==> src/rtl/ssc_pkg.sv <==
package ssc_pkg;
  localparam int SSC_DIV_W   = 8;
  localparam int SSC_PER_W   = 16;
  localparam int SSC_DIV_DEF = 100;
endpackage

==> src/rtl/ssc_profile.sv <==
// Triangular target generator, stepped once per divide cycle.
module ssc_profile #(
  parameter int PER_W = ssc_pkg::SSC_PER_W
) (
  input  logic             clk,
  input  logic             rst_n,
  input  logic             adv,
  input  logic             active,
  input  logic [PER_W-1:0] period,
  output logic [PER_W-1:0] level,
  output logic [PER_W-1:0] half
);
  localparam logic [PER_W-1:0] ONE = PER_W'(1);

  logic [PER_W-1:0] ph_q, ph_d, ph_inc, fall;

  assign half   = period >> 1;
  assign ph_inc = ph_q + ONE;

  always_comb begin
    fall = '0;
    if (ph_q < half) begin
      level = ph_q;
    end else if (ph_q < period) begin
      fall  = period - ph_q;
      level = (fall > half) ? half : fall;
    end else begin
      level = '0;
    end
  end

  always_comb begin
    ph_d = ph_q;
    if (!active) begin
      ph_d = '0;
    end else if (adv) begin
      ph_d = (ph_inc >= period) ? '0 : ph_inc;
    end
  end

  always_ff @(posedge clk or negedge rst_n) begin
    if (!rst_n) ph_q <= '0;
    else        ph_q <= ph_d;
  end
endmodule

==> src/rtl/ssc_dsm.sv <==
// First-order accumulator: carry when residue + level reaches half.
module ssc_dsm #(
  parameter int PER_W = ssc_pkg::SSC_PER_W
) (
  input  logic             clk,
  input  logic             rst_n,
  input  logic             adv,
  input  logic             active,
  input  logic [PER_W-1:0] level,
  input  logic [PER_W-1:0] half,
  output logic             carry
);
  logic [PER_W-1:0] acc_q, acc_d;
  logic [PER_W:0]   sum, wrapped;

  assign sum     = {1'b0, acc_q} + {1'b0, level};
  assign wrapped = sum - {1'b0, half};
  assign carry   = active && (sum >= {1'b0, half});

  always_comb begin
    acc_d = acc_q;
    if (!active) begin
      acc_d = '0;
    end else if (adv) begin
      acc_d = carry ? wrapped[PER_W-1:0] : sum[PER_W-1:0];
    end
  end

  always_ff @(posedge clk or negedge rst_n) begin
    if (!rst_n) acc_q <= '0;
    else        acc_q <= acc_d;
  end
endmodule

==> src/rtl/ssc_modcnt.sv <==
// Multi-modulus down counter; loads a new divisor only at terminal count.
module ssc_modcnt #(
  parameter int DIV_W   = ssc_pkg::SSC_DIV_W,
  parameter int DIV_DEF = ssc_pkg::SSC_DIV_DEF
) (
  input  logic             clk,
  input  logic             rst_n,
  input  logic [DIV_W-1:0] div_load,
  output logic             tc,
  output logic [DIV_W-1:0] cnt,
  output logic [DIV_W-1:0] div_cur,
  output logic             fb_clk
);
  localparam logic [DIV_W-1:0] ONE = DIV_W'(1);

  logic [DIV_W-1:0] cnt_q, cnt_d, div_q, div_d;
  logic             fb_q, fb_d;

  assign tc      = (cnt_q == '0);
  assign cnt     = cnt_q;
  assign div_cur = div_q;
  assign fb_clk  = fb_q;

  always_comb begin
    if (tc) begin
      cnt_d = div_load - ONE;
      div_d = div_load;
    end else begin
      cnt_d = cnt_q - ONE;
      div_d = div_q;
    end
    fb_d = (cnt_d >= (div_d - (div_d >> 1)));
  end

  always_ff @(posedge clk or negedge rst_n) begin
    if (!rst_n) begin
      cnt_q <= '0;
      div_q <= DIV_W'(DIV_DEF);
      fb_q  <= 1'b0;
    end else begin
      cnt_q <= cnt_d;
      div_q <= div_d;
      fb_q  <= fb_d;
    end
  end
endmodule

==> src/rtl/ssc_div_ctrl.sv <==
module ssc_div_ctrl #(
  parameter int DIV_W   = ssc_pkg::SSC_DIV_W,
  parameter int PER_W   = ssc_pkg::SSC_PER_W,
  parameter int DIV_DEF = ssc_pkg::SSC_DIV_DEF
) (
  input  logic             clk_osc,
  input  logic             rst_n,
  input  logic             spread_en,
  input  logic [DIV_W-1:0] div_nominal,
  input  logic [PER_W-1:0] mod_period,
  output logic             fb_clk,
  output logic [DIV_W-1:0] div_cur
);
  localparam logic [PER_W-1:0] MIN_PER = PER_W'(2);

  logic             tc, active, carry;
  logic [DIV_W-1:0] cnt, div_issue;
  logic [PER_W-1:0] level, half;

  assign active    = spread_en && (mod_period >= MIN_PER);
  assign div_issue = div_nominal - {{(DIV_W-1){1'b0}}, carry};

  ssc_profile #(.PER_W(PER_W)) u_prof (
    .clk(clk_osc), .rst_n(rst_n), .adv(tc), .active(active),
    .period(mod_period), .level(level), .half(half)
  );

  ssc_dsm #(.PER_W(PER_W)) u_dsm (
    .clk(clk_osc), .rst_n(rst_n), .adv(tc), .active(active),
    .level(level), .half(half), .carry(carry)
  );

  ssc_modcnt #(.DIV_W(DIV_W), .DIV_DEF(DIV_DEF)) u_cnt (
    .clk(clk_osc), .rst_n(rst_n), .div_load(div_issue),
    .tc(tc), .cnt(cnt), .div_cur(div_cur), .fb_clk(fb_clk)
  );
endmodule

==> config.mk <==
export PLATFORM = sky130hd
export DESIGN_NAME = ssc_div_ctrl
export DESIGN_NICKNAME = d
export VERILOG_FILES = /design/src/rtl/ssc_pkg.sv /design/src/rtl/ssc_profile.sv /design/src/rtl/ssc_dsm.sv /design/src/rtl/ssc_modcnt.sv /design/src/rtl/ssc_div_ctrl.sv
export SDC_FILE = /design/constraint.sdc
export NUM_CORES = 1
export LEC_CHECK = 0
export ABC_AREA = 1
export CORE_MARGIN = 2
export CORE_UTILIZATION = 60
export DETAILED_ROUTE_END_ITERATION = 6
export DONT_BUFFER_PORTS = 1
export GPL_ROUTABILITY_DRIVEN = 0
export PLACE_DENSITY = 0.76
export SLEW_MARGIN = 10
export SYNTH_ARGS = -nofsm -noshare
export SYNTH_HDL_FRONTEND = slang
export SYNTH_SLANG_ARGS = --single-unit
==> constraint.sdc <==
create_clock -name clk_osc -period 8.5 [get_ports clk_osc]
set_input_delay 0.425 -clock clk_osc [delete_from_list [all_inputs] [get_ports clk_osc]]
set_output_delay 0.425 -clock clk_osc [all_outputs]
set_load 0.01 [all_outputs]
==> impl_metrics.ini, run 1 <==
[floorplanning]
core_area_mm2 = 0.0119
die_height_um = 114
die_w_um = 114
start_util_pct = 60.8
ios = 36
die_area_mm2 = 0.0130
row_count = 40

[status]
status = complete, no violations

[timing]
max_freq_mhz = 125
setup_violations = 0
hold_viol = 0
slew_headroom_pct = 37.4
skew_ns = 0.00898
setup_ws_ns = 0.504
period_needed_ns = 8.00
worst_pin_slew_ns = 0.938
period_share_pct = 94.1
slew_viol_final = 0
tns_ns = 0

[clock_network]
clk_path_buf_depth = 2
cts_tree = done
ctsRootBufferMaster = clkbuf_16
numCtsBuffers = 5
cts_sinks = 49
clk_transition_reported_paths_ns = 0.08
clk_latency_ns = 0.31
htree_levels = 2

[pwr]
p_sw_uw = 493
internal_power_uw = 662
p_leak_uw = 0.00442
ir_worst_vdd_v = 0.000239
swShare_pct = 42.7
p_clk_share_pct = 21.3
power_frac_comb_pct = 52.3
p_seq_share_pct = 26.3
p_per_area_mw_per_mm2 = 139
finalPower_uw = 1150

[worst_setup_path]
cp_data_required_time_ns = 8.69
arrival_ns = 8.18
startpoint_type = flip-flop
cp-end-kind = flip-flop
crit_path_end = u_cnt.fb_clk$_DFF_PN0_
rr_worst_depth = 60
cp_slowest_cell = dfrtp_1
rrSetupSlack_ns = 0.50
crit_top_cell = nand2_1
crit_path_max_incr_delay_ns = 0.39
criticalPathCategory = reg2reg
crit_path_max_fanout = 15
startpoint = u_prof.ph_q[4]$_DFFE_PN0P_
reg2reg_to = u_cnt.fb_clk$_DFF_PN0_
r2r-start = u_prof.ph_q[4]$_DFFE_PN0P_

[synthesis]
syn_avg_cell_area_um2 = 6.72
synth_top_area_cell = ha_1
ys_ff_latch = 49
syn_area_mm2 = 0.00725
postSynthCellCount = 1079
synth_ff_type = dfrtp_1
synthTopCellsByArea = ha_1 (19%), dfrtp_1 (16%), nand2_1 (14%)
ys_types = 48
synth_nets = 1222
synth_edf_count = 0
yosys_warnings = 0
synth_top_area_share_pct = 19.3
yosysSeqAreaShare_pct = 17.0
asyncSetResetFlopFracSynth_pct = 100

[drt]
via_count = 7259
ant_nets = 0
drc_errors = 0
wl_per_cell_um = 16.8
drt_iter0_markers = 640
wirelength_mm = 21.2
drt_pre_antenna_iters = 7
viasPerCell = 5.76

[place]
hpwl_mm = 16.5
post-place-ws_ns = -0.148
numPortBuffers = 0
placed_cells = 1241
place_area_mm2 = 0.00754

[run]
cap_violations = 0

[finish]
drive_gt1_share_pct = 17.3
fillers = 1020
area_growth_pct = 14.4
design_area_mm2 = 0.00829
num_antenna_cells = 0
fin_cells = 1260
layout.nets = 1255

[global_route]
grt.overflow.total = 0
grt_first_pass_wirelength_mm = 33.4
grt_use_total_pct = 32.5
antenna_found_initial = 0
grt_max_degree = 50
first_global_vias = 6928

[hold_path]
holdCritPathClass = in2reg
## cell usage after synthesis (2+ instances only)
cell	n
nand2_1	266
inv_1	160
ha_1	112
nand3_1	85
a21oi_1	74
nor2_1	54
o21ai_0	50
dfrtp_1	46
xor2_1	41
nand4_1	29
nand2_2	22
nor3_1	15
xnor2_1	15
nand3_2	12
nand3b_1	12
nor4_1	7
o21ai_1	7
buf_2	6
o21bai_1	6
a21o_1	5
nor2_2	5
fa_1	4
a21oi_2	3
and3_1	3
buf_6	3
dfstp_2	3
inv_2	3
nand2_4	3
o21a_1	3
a31oi_1	2
buf_4	2
clkbuf_1	2
dlygate4sd1_1	2
o211ai_1	2
o31ai_1	2
## flip-flops by register name, indices dropped and copies added, names as in the netlist
register	flops
u_cnt.div_cur	8
u_prof.ph_q	16
u_dsm.acc_q	16
u_cnt.cnt	8
u_cnt.fb_clk	1
## worst max-delay path, delay by kind of cell, from the launching register on
family / cells / cell delay [ns]
buf+inv: 8 / 0.72
flops: 1 / 0.39
fa+ha+maj: 8 / 2.17
compound gates: 14 / 1.93
simple gates: 27 / 2.04
xor+xnor: 3 / 0.62
## what timing repair did
action                                 in CTS  in global routing
hold buffers                                2                  0
setup endpoints to repair                   1                  1
setup buffers                               1                  8
pin swaps                                   1                 21
resized for setup                           7                 96
endpoints found under the hold margin      49                  0
## power groups by stage
stage | Clock [uW] | Sequential [uW] | Combinational (uW)
2_1_floorplan | 0 | 299 | 414
3_3_place_gp | 0 | 306 | 521
3_5_place_dp | 0 | 307 | 536
4_1_cts | 250 | 303 | 550
5_1_grt | 257 | 307 | 691
6_report | 246 | 304 | 604
## cells in the final DEF (no fill, tap or decap), types with 14 or more instances in the layout
master | synthesis | layout
a21oi_1 | 74 | 57
a21oi_2 | 3 | 19
buf_4 | 2 | 40
dfrtp_1 | 46 | 46
ha_1 | 112 | 87
ha_4 | 0 | 18
inv_1 | 160 | 151
nand2_1 | 266 | 254
nand2_2 | 22 | 34
nand3_1 | 85 | 85
nand4_1 | 29 | 29
nor2_1 | 54 | 49
nor3_1 | 15 | 14
o21ai_0 | 50 | 44
xnor2_1 | 15 | 14
xor2_1 | 41 | 34
## worst min-delay path by stage
stage,from,depth (start not counted),slack [ns],endpoint
2_1_floorplan,rst_n,0,0.13,u_cnt.cnt[0]$_DFF_PN0_
3_3_place_gp,rst_n,0,0.13,u_prof.ph_q[12]$_DFFE_PN0P_
3_5_place_dp,rst_n,0,0.13,u_prof.ph_q[12]$_DFFE_PN0P_
4_1_cts,div_nominal[7],3,0.38,u_cnt.div_cur[7]$_DFF_PN0_
5_1_grt,div_nominal[7],3,0.42,u_cnt.div_cur[7]$_DFF_PN0_
6_report,div_nominal[7],3,0.39,u_cnt.div_cur[7]$_DFF_PN0_
## layout make-up
cell class / instances / area [um^2] / area share (%)
Sequential cell: 49 / 1230 / 14.8
Tap cell: 147 / 184 / 2.22
Clock inverter: 3 / 47.5 / 0.574
Multi-Input combinational cell: 849 / 5720 / 69.0
Timing Repair Buffer: 43 / 358 / 4.32
Clock buffer: 5 / 125 / 1.51
Inverter: 164 / 623 / 7.52
## kinds of logic (layout without fill, tap and decap cells)
family          count (synthesis)  count (layout)  share of synthesized area [%]
other cells                     1               1                         0.0518
buf+inv                       181             215                           10.4
xor+xnor                       56              56                           6.77
simple gates                  518             518                           33.4
flops                          49              49                           17.0
compound gates                158             158                           12.0
fa+ha+maj                     116             116                           20.4
## stage by stage
step	util, %	hold WS (ns)
after floorplan	-	0.129
after global placement	63.3	0.131
after detailed placement	63.3	0.131
after CTS	65.4	0.384
after global routing	69.6	0.417
final	69.6	0.386
## layer usage
metal	track usage (%)	part of all wire [%]	vias to the layer above
met5	0	0	-
met4	13.6	3.9	0
met3	7.07	8.6	57
met2	51.7	44	272
met1	43.0	43	3294
li1	-	-	3636
Power figures use the tool's default switching activity.
==> run 2, diff against run 1 <==
Settings changed: CORE_UTILIZATION 60 to 56, PLACE_DENSITY 0.76 to 0.71, SKIP_LAST_GASP from default to 1.
==> impl_metrics.ini, run 2 (synthesis results as in run 1) <==
[timing]
slew_viol_final = 0
max_freq_mhz = 127
slew_headroom_pct = 45.0
worst_pin_slew_ns = 0.824
rsz0062_at_grt = false
hold_viol = 0
period_needed_ns = 7.90
tns_ns = 0
skew_ns = 0.0114
setup_violations = 0
period_share_pct = 93.0

[status]
status = complete, no violations

[place]
numPortBuffers = 0
hpwl_mm = 16.9
place_area_mm2 = 0.00761

[worst_setup_path]
crit_top_cell = nand2_1
arrival_ns = 8.13
criticalPathCategory = reg2reg
cp_data_required_time_ns = 8.73
cp-end-kind = flip-flop
r2r-start = u_prof.ph_q[0]$_DFFE_PN0P_
startpoint = u_prof.ph_q[0]$_DFFE_PN0P_
crit_path_max_fanout = 10
startpoint_type = flip-flop
crit_path_max_incr_delay_ns = 0.39
cp_slowest_cell = dfrtp_1

[pwr]
p_clk_share_pct = 19.8
p_seq_share_pct = 26.9
internal_power_uw = 639
swShare_pct = 43.6
ir_worst_vdd_v = 0.000207
p_per_area_mw_per_mm2 = 134
power_frac_comb_pct = 53.3
p_leak_uw = 0.00446
p_sw_uw = 494

[finish]
ff_latch_area_mm2 = 0.00123
multi_input_area_mm2 = 0.00582
num_antenna_cells = 0
post-route-util_pct = 66.9
drive_gt1_share_pct = 17.7
final_cell_mix = nand2_1 (255), inv_1 (155), ha_1 (87)
fillers = 1133
largestRegisters = u_dsm.acc_q: 16 flops, u_prof.ph_q: 16 flops
area_growth_pct = 16.5
final_common_cell = nand2_1
design_area_mm2 = 0.00844
layout.nets = 1262

[floorplanning]
die_height_um = 118
start_util_pct = 57.4
row_count = 41
core_area_mm2 = 0.0126
ios = 36
die_area_mm2 = 0.0139
die_w_um = 118

[run]
cap_violations = 0

[clock_network]
ctsRootBufferMaster = clkbuf_16
htree_levels = 2
numCtsBuffers = 5
clk_path_buf_depth = 2
cts_sinks = 49
clk_latency_ns = 0.31
cts_tree = done
clk_transition_reported_paths_ns = 0.08

[drt]
wl_per_cell_um = 16.7
drt_pre_antenna_iters = 5
ant_nets = 0
viasPerCell = 5.68
drc_errors = 0
wirelength_mm = 21.5
via_count = 7338
drt_iter0_markers = 610

[global_route]
grt_first_pass_wirelength_mm = 34.3
first_global_vias = 6830
antenna_found_initial = 0
grt.overflow.total = 0
grt_use_total_pct = 30.4
grt_max_degree = 50

[hold_path]
worstHoldStart = div_nominal[7]
holdCritPathClass = in2reg
[run 2: changes by cell type in the layout (fill, tap and decap cells not counted), moves of 3 or more]
cell	delta
ha_2	-3
ha_4	+3
a21oi_4	+4
inv_1	+4
a21oi_2	-5
buf_4	+7
inv_2	-4
[run 2: layer usage]
layer | up-vias | track usage, % | wire length (um)
li1 | 3647 | - | -
met1 | 3368 | 42.3 | 9520
met2 | 287 | 48.6 | 9660
met3 | 36 | 5.57 | 1870
met4 | 0 | 7.98 | 482
met5 | - | 0 | 0
[run 2: power by group through the flow]
stage | Sequential [uW] | Clock, uW | Combinational, uW
6_report | 304 | 224 | 604
3_3_place_gp | 307 | 0 | 510
3_5_place_dp | 307 | 0 | 519
5_1_grt | 309 | 236 | 686
2_1_floorplan | 299 | 0 | 414
4_1_cts | 304 | 229 | 529
[run 2: path summary, 6_finish.rpt]
check | to | slack [ns] | cells after the start
setup / recovery | u_cnt.fb_clk$_DFF_PN0_ | 0.60 | 54
hold / removal | u_cnt.div_cur[7]$_DFF_PN0_ | 0.39 | 3
setup reg to reg | u_cnt.fb_clk$_DFF_PN0_ | 0.60 | 54
hold reg to reg | u_cnt.cnt[0]$_DFF_PN0_ | 0.46 | 1
max in group asynchronous | u_cnt.div_cur[2]$_DFF_PN1_ | 7.54 | 2
min in group asynchronous | u_dsm.acc_q[10]$_DFFE_PN0P_ | 0.68 | 2
[run 2: area by class of cell]
class | count | share of cell area (%)
Clock buffer | 5 | 1.48
Clock inverter | 3 | 0.341
Sequential cell | 49 | 14.6
Multi-Input combinational cell | 849 | 68.9
Inverter | 164 | 7.35
Timing Repair Buffer | 50 | 4.76
Tap cell | 172 | 2.55
[run 2: what timing repair did]
action	in CTS	in global routing
gates resized for setup	3	103
setup endpoints to repair	1	1
hold buffers	2	0
buffers inserted	1	9
hold endpoints to repair	49	0
pin swaps	1	25
[run 2: per-stage QoR]
step | std cells | hold WS, ns | setup WS, ns | total power (uW)
finish | 1292 | 0.386 | 0.595 | 1130
global route | 1292 | 0.412 | 0.00238 | 1230
CTS | 1283 | 0.381 | 0.0166 | 1060
detailed placement | 1272 | 0.131 | -0.130 | 826
global placement | 1272 | 0.131 | 0.144 | 816
floorplan | 1079 | 0.129 | 0.528 | 713
[run 2: worst max-delay path, delay by kind of cell (launching register included)]
family,cells,cell delay (ns)
AND/OR/NAND/NOR,27,2.71
adder cells (fa/ha/maj),8,2.18
AO/OA/AOI/OAI,8,1.11
buffers and inverters,8,0.79
XOR/XNOR,3,0.60
flip-flops,1,0.39
==> run 3, diff against run 2 <==
Settings changed: PLACE_DENSITY 0.71 to 0.68.
Clock period 8.5 ns to 7.8 ns, I/O delays scaled along.
==> impl_metrics.ini, run 3 (synthesis results as in run 1) <==
[clock_network]
clk_path_buf_depth = 2
numCtsBuffers = 5
htree_levels = 2
clk_transition_reported_paths_ns = 0.08
clk_latency_ns = 0.31
ctsRootBufferMaster = clkbuf_16
cts_tree = done
cts_sinks = 49

[finish]
fillers = 989
ff_latch_area_mm2 = 0.00123
num_antenna_cells = 0
final_common_cell = nand2_1
fin_cells = 1446
drive_gt1_share_pct = 30.9
final_cell_mix = nand2_1 (242), buf_4 (200), inv_1 (148)
layout.nets = 1416
multi_input_area_mm2 = 0.00598
design_area_mm2 = 0.00978
largestRegisters = u_dsm.acc_q: 16 flops, u_prof.ph_q: 16 flops
area_growth_pct = 34.9

[timing]
max_freq_mhz = 127
slew_headroom_pct = 47.6
worst_pin_slew_ns = 0.783
setup_violations = 1
period_share_pct = 101
rsz0062_at_grt = true
tns_ns = -0.0797
hold_viol = 0
setup_ws_ns = -0.0797
period_needed_ns = 7.88
skew_ns = 0.0132
slew_viol_final = 0

[pwr]
internal_power_uw = 827
p_seq_share_pct = 23.4
swShare_pct = 41.4
p_per_area_mw_per_mm2 = 144
p_sw_uw = 585
p_clk_share_pct = 17.4
p_leak_uw = 0.00521
finalPower_uw = 1410
power_frac_comb_pct = 59.3
ir_worst_vdd_v = 0.000275

[worst_setup_path]
crit_path_max_fanout = 12
criticalPathCategory = reg2reg
arrival_ns = 8.06
startpoint_type = flip-flop
cp-end-kind = flip-flop
cp_slowest_cell = dfrtp_1
cp_data_required_time_ns = 7.98
crit_top_cell = nand2_1
crit_path_max_incr_delay_ns = 0.41

[floorplanning]
ios = 36
start_util_pct = 57.4
die_w_um = 118
row_count = 41
core_area_mm2 = 0.0126
die_height_um = 118
die_area_mm2 = 0.0139

[global_route]
grt.overflow.total = 0
grt_use_total_pct = 34.2
first_global_vias = 7634
grt_max_degree = 50
antenna_found_initial = 0
grt_first_pass_wirelength_mm = 38.1

[place]
place_area_mm2 = 0.00860
post-place-ws_ns = -0.594
numPortBuffers = 0
hpwl_mm = 18.1
placed_cells = 1401

[drt]
drt_pre_antenna_iters = 6
viasPerCell = 5.66
via_count = 8191
ant_nets = 0
drt_iter0_markers = 901
wl_per_cell_um = 16.9
wirelength_mm = 24.4
drc_errors = 0

[status]
status = complete, but fails checks
violations = negative setup slack

[run]
cap_violations = 0

[hold_path]
holdCritPathClass = in2reg
## run 3: cell types whose count changed in the layout (fill, tap and decap cells not counted), sizes merged
| cell | delta |
|---|---|
| inv | -2 |
| buf | +154 |
| clkbuf | +1 |
| clkinvlp | +1 |
## run 3: critical path: cells and delay by family, from the launching register on
kind / cells / cell delay [ns]
AO/OA/AOI/OAI: 11 / 1.36
XOR/XNOR: 3 / 0.53
adder cells (fa/ha/maj): 8 / 1.96
buffers and inverters: 10 / 1.09
flip-flops: 1 / 0.41
AND/OR/NAND/NOR: 26 / 2.39
## run 3: repair_timing
item / 4_1_cts / 5_1_grt
pin swaps: 29 / 54
endpoints found under the hold margin: 49 / 0
resized for setup: 64 / 79
hold buffers: 2 / 0
setup buffers: 20 / 14
cloned: 1 / 0
setup endpoints to repair: 1 / 1
## run 3: power by group through the flow
stage | Clock (uW) | Sequential [uW] | Combinational, uW
6_report | 245 | 330 | 837
2_1_floorplan | 0 | 327 | 453
4_1_cts | 249 | 330 | 762
5_1_grt | 257 | 335 | 935
3_5_place_dp | 0 | 334 | 681
3_3_place_gp | 0 | 334 | 663
## run 3: routing by layer
layer  share of wire [%]  global-route usage, %
met1                  43                   46.6
met2                  46                   56.6
met3                 9.1                   4.31
met4                 2.7                   10.3
met5                   0                      0
## run 3: worst paths after layout
kind                                       startpoint                         end  slack, ns  cells after the start
max                        u_prof.ph_q[0]$_DFFE_PN0P_      u_cnt.fb_clk$_DFF_PN0_      -0.08                     58
min                                    div_nominal[7]  u_cnt.div_cur[7]$_DFF_PN0_       0.36                      3
max reg2reg                u_prof.ph_q[0]$_DFFE_PN0P_      u_cnt.fb_clk$_DFF_PN0_      -0.08                     58
min reg2reg                    u_cnt.cnt[0]$_DFF_PN0_      u_cnt.cnt[0]$_DFF_PN0_       0.46                      1
max in group asynchronous                       rst_n  u_cnt.div_cur[5]$_DFF_PN1_       6.85                      2
min in group asynchronous                       rst_n  u_prof.ph_q[7]$_DFFE_PN0P_       0.66                      2
## run 3: cell type report
class,count,share of cell area (%)
multi-input cells,849,61.2
repair buffers,204,16.1
flip-flops and latches,49,12.6
inverters,164,6.35
well taps,172,2.20
clock buffers,6,1.42
clock inverters,2,0.166
## run 3: stage by stage
step	hold slack [ns]	utilization [%]
after detailed placement	0.0957	68.2
after global placement	0.0955	68.2
after floorplan	0.0944	-
after global routing	0.384	77.5
after CTS	0.361	73.5
final	0.362	77.5
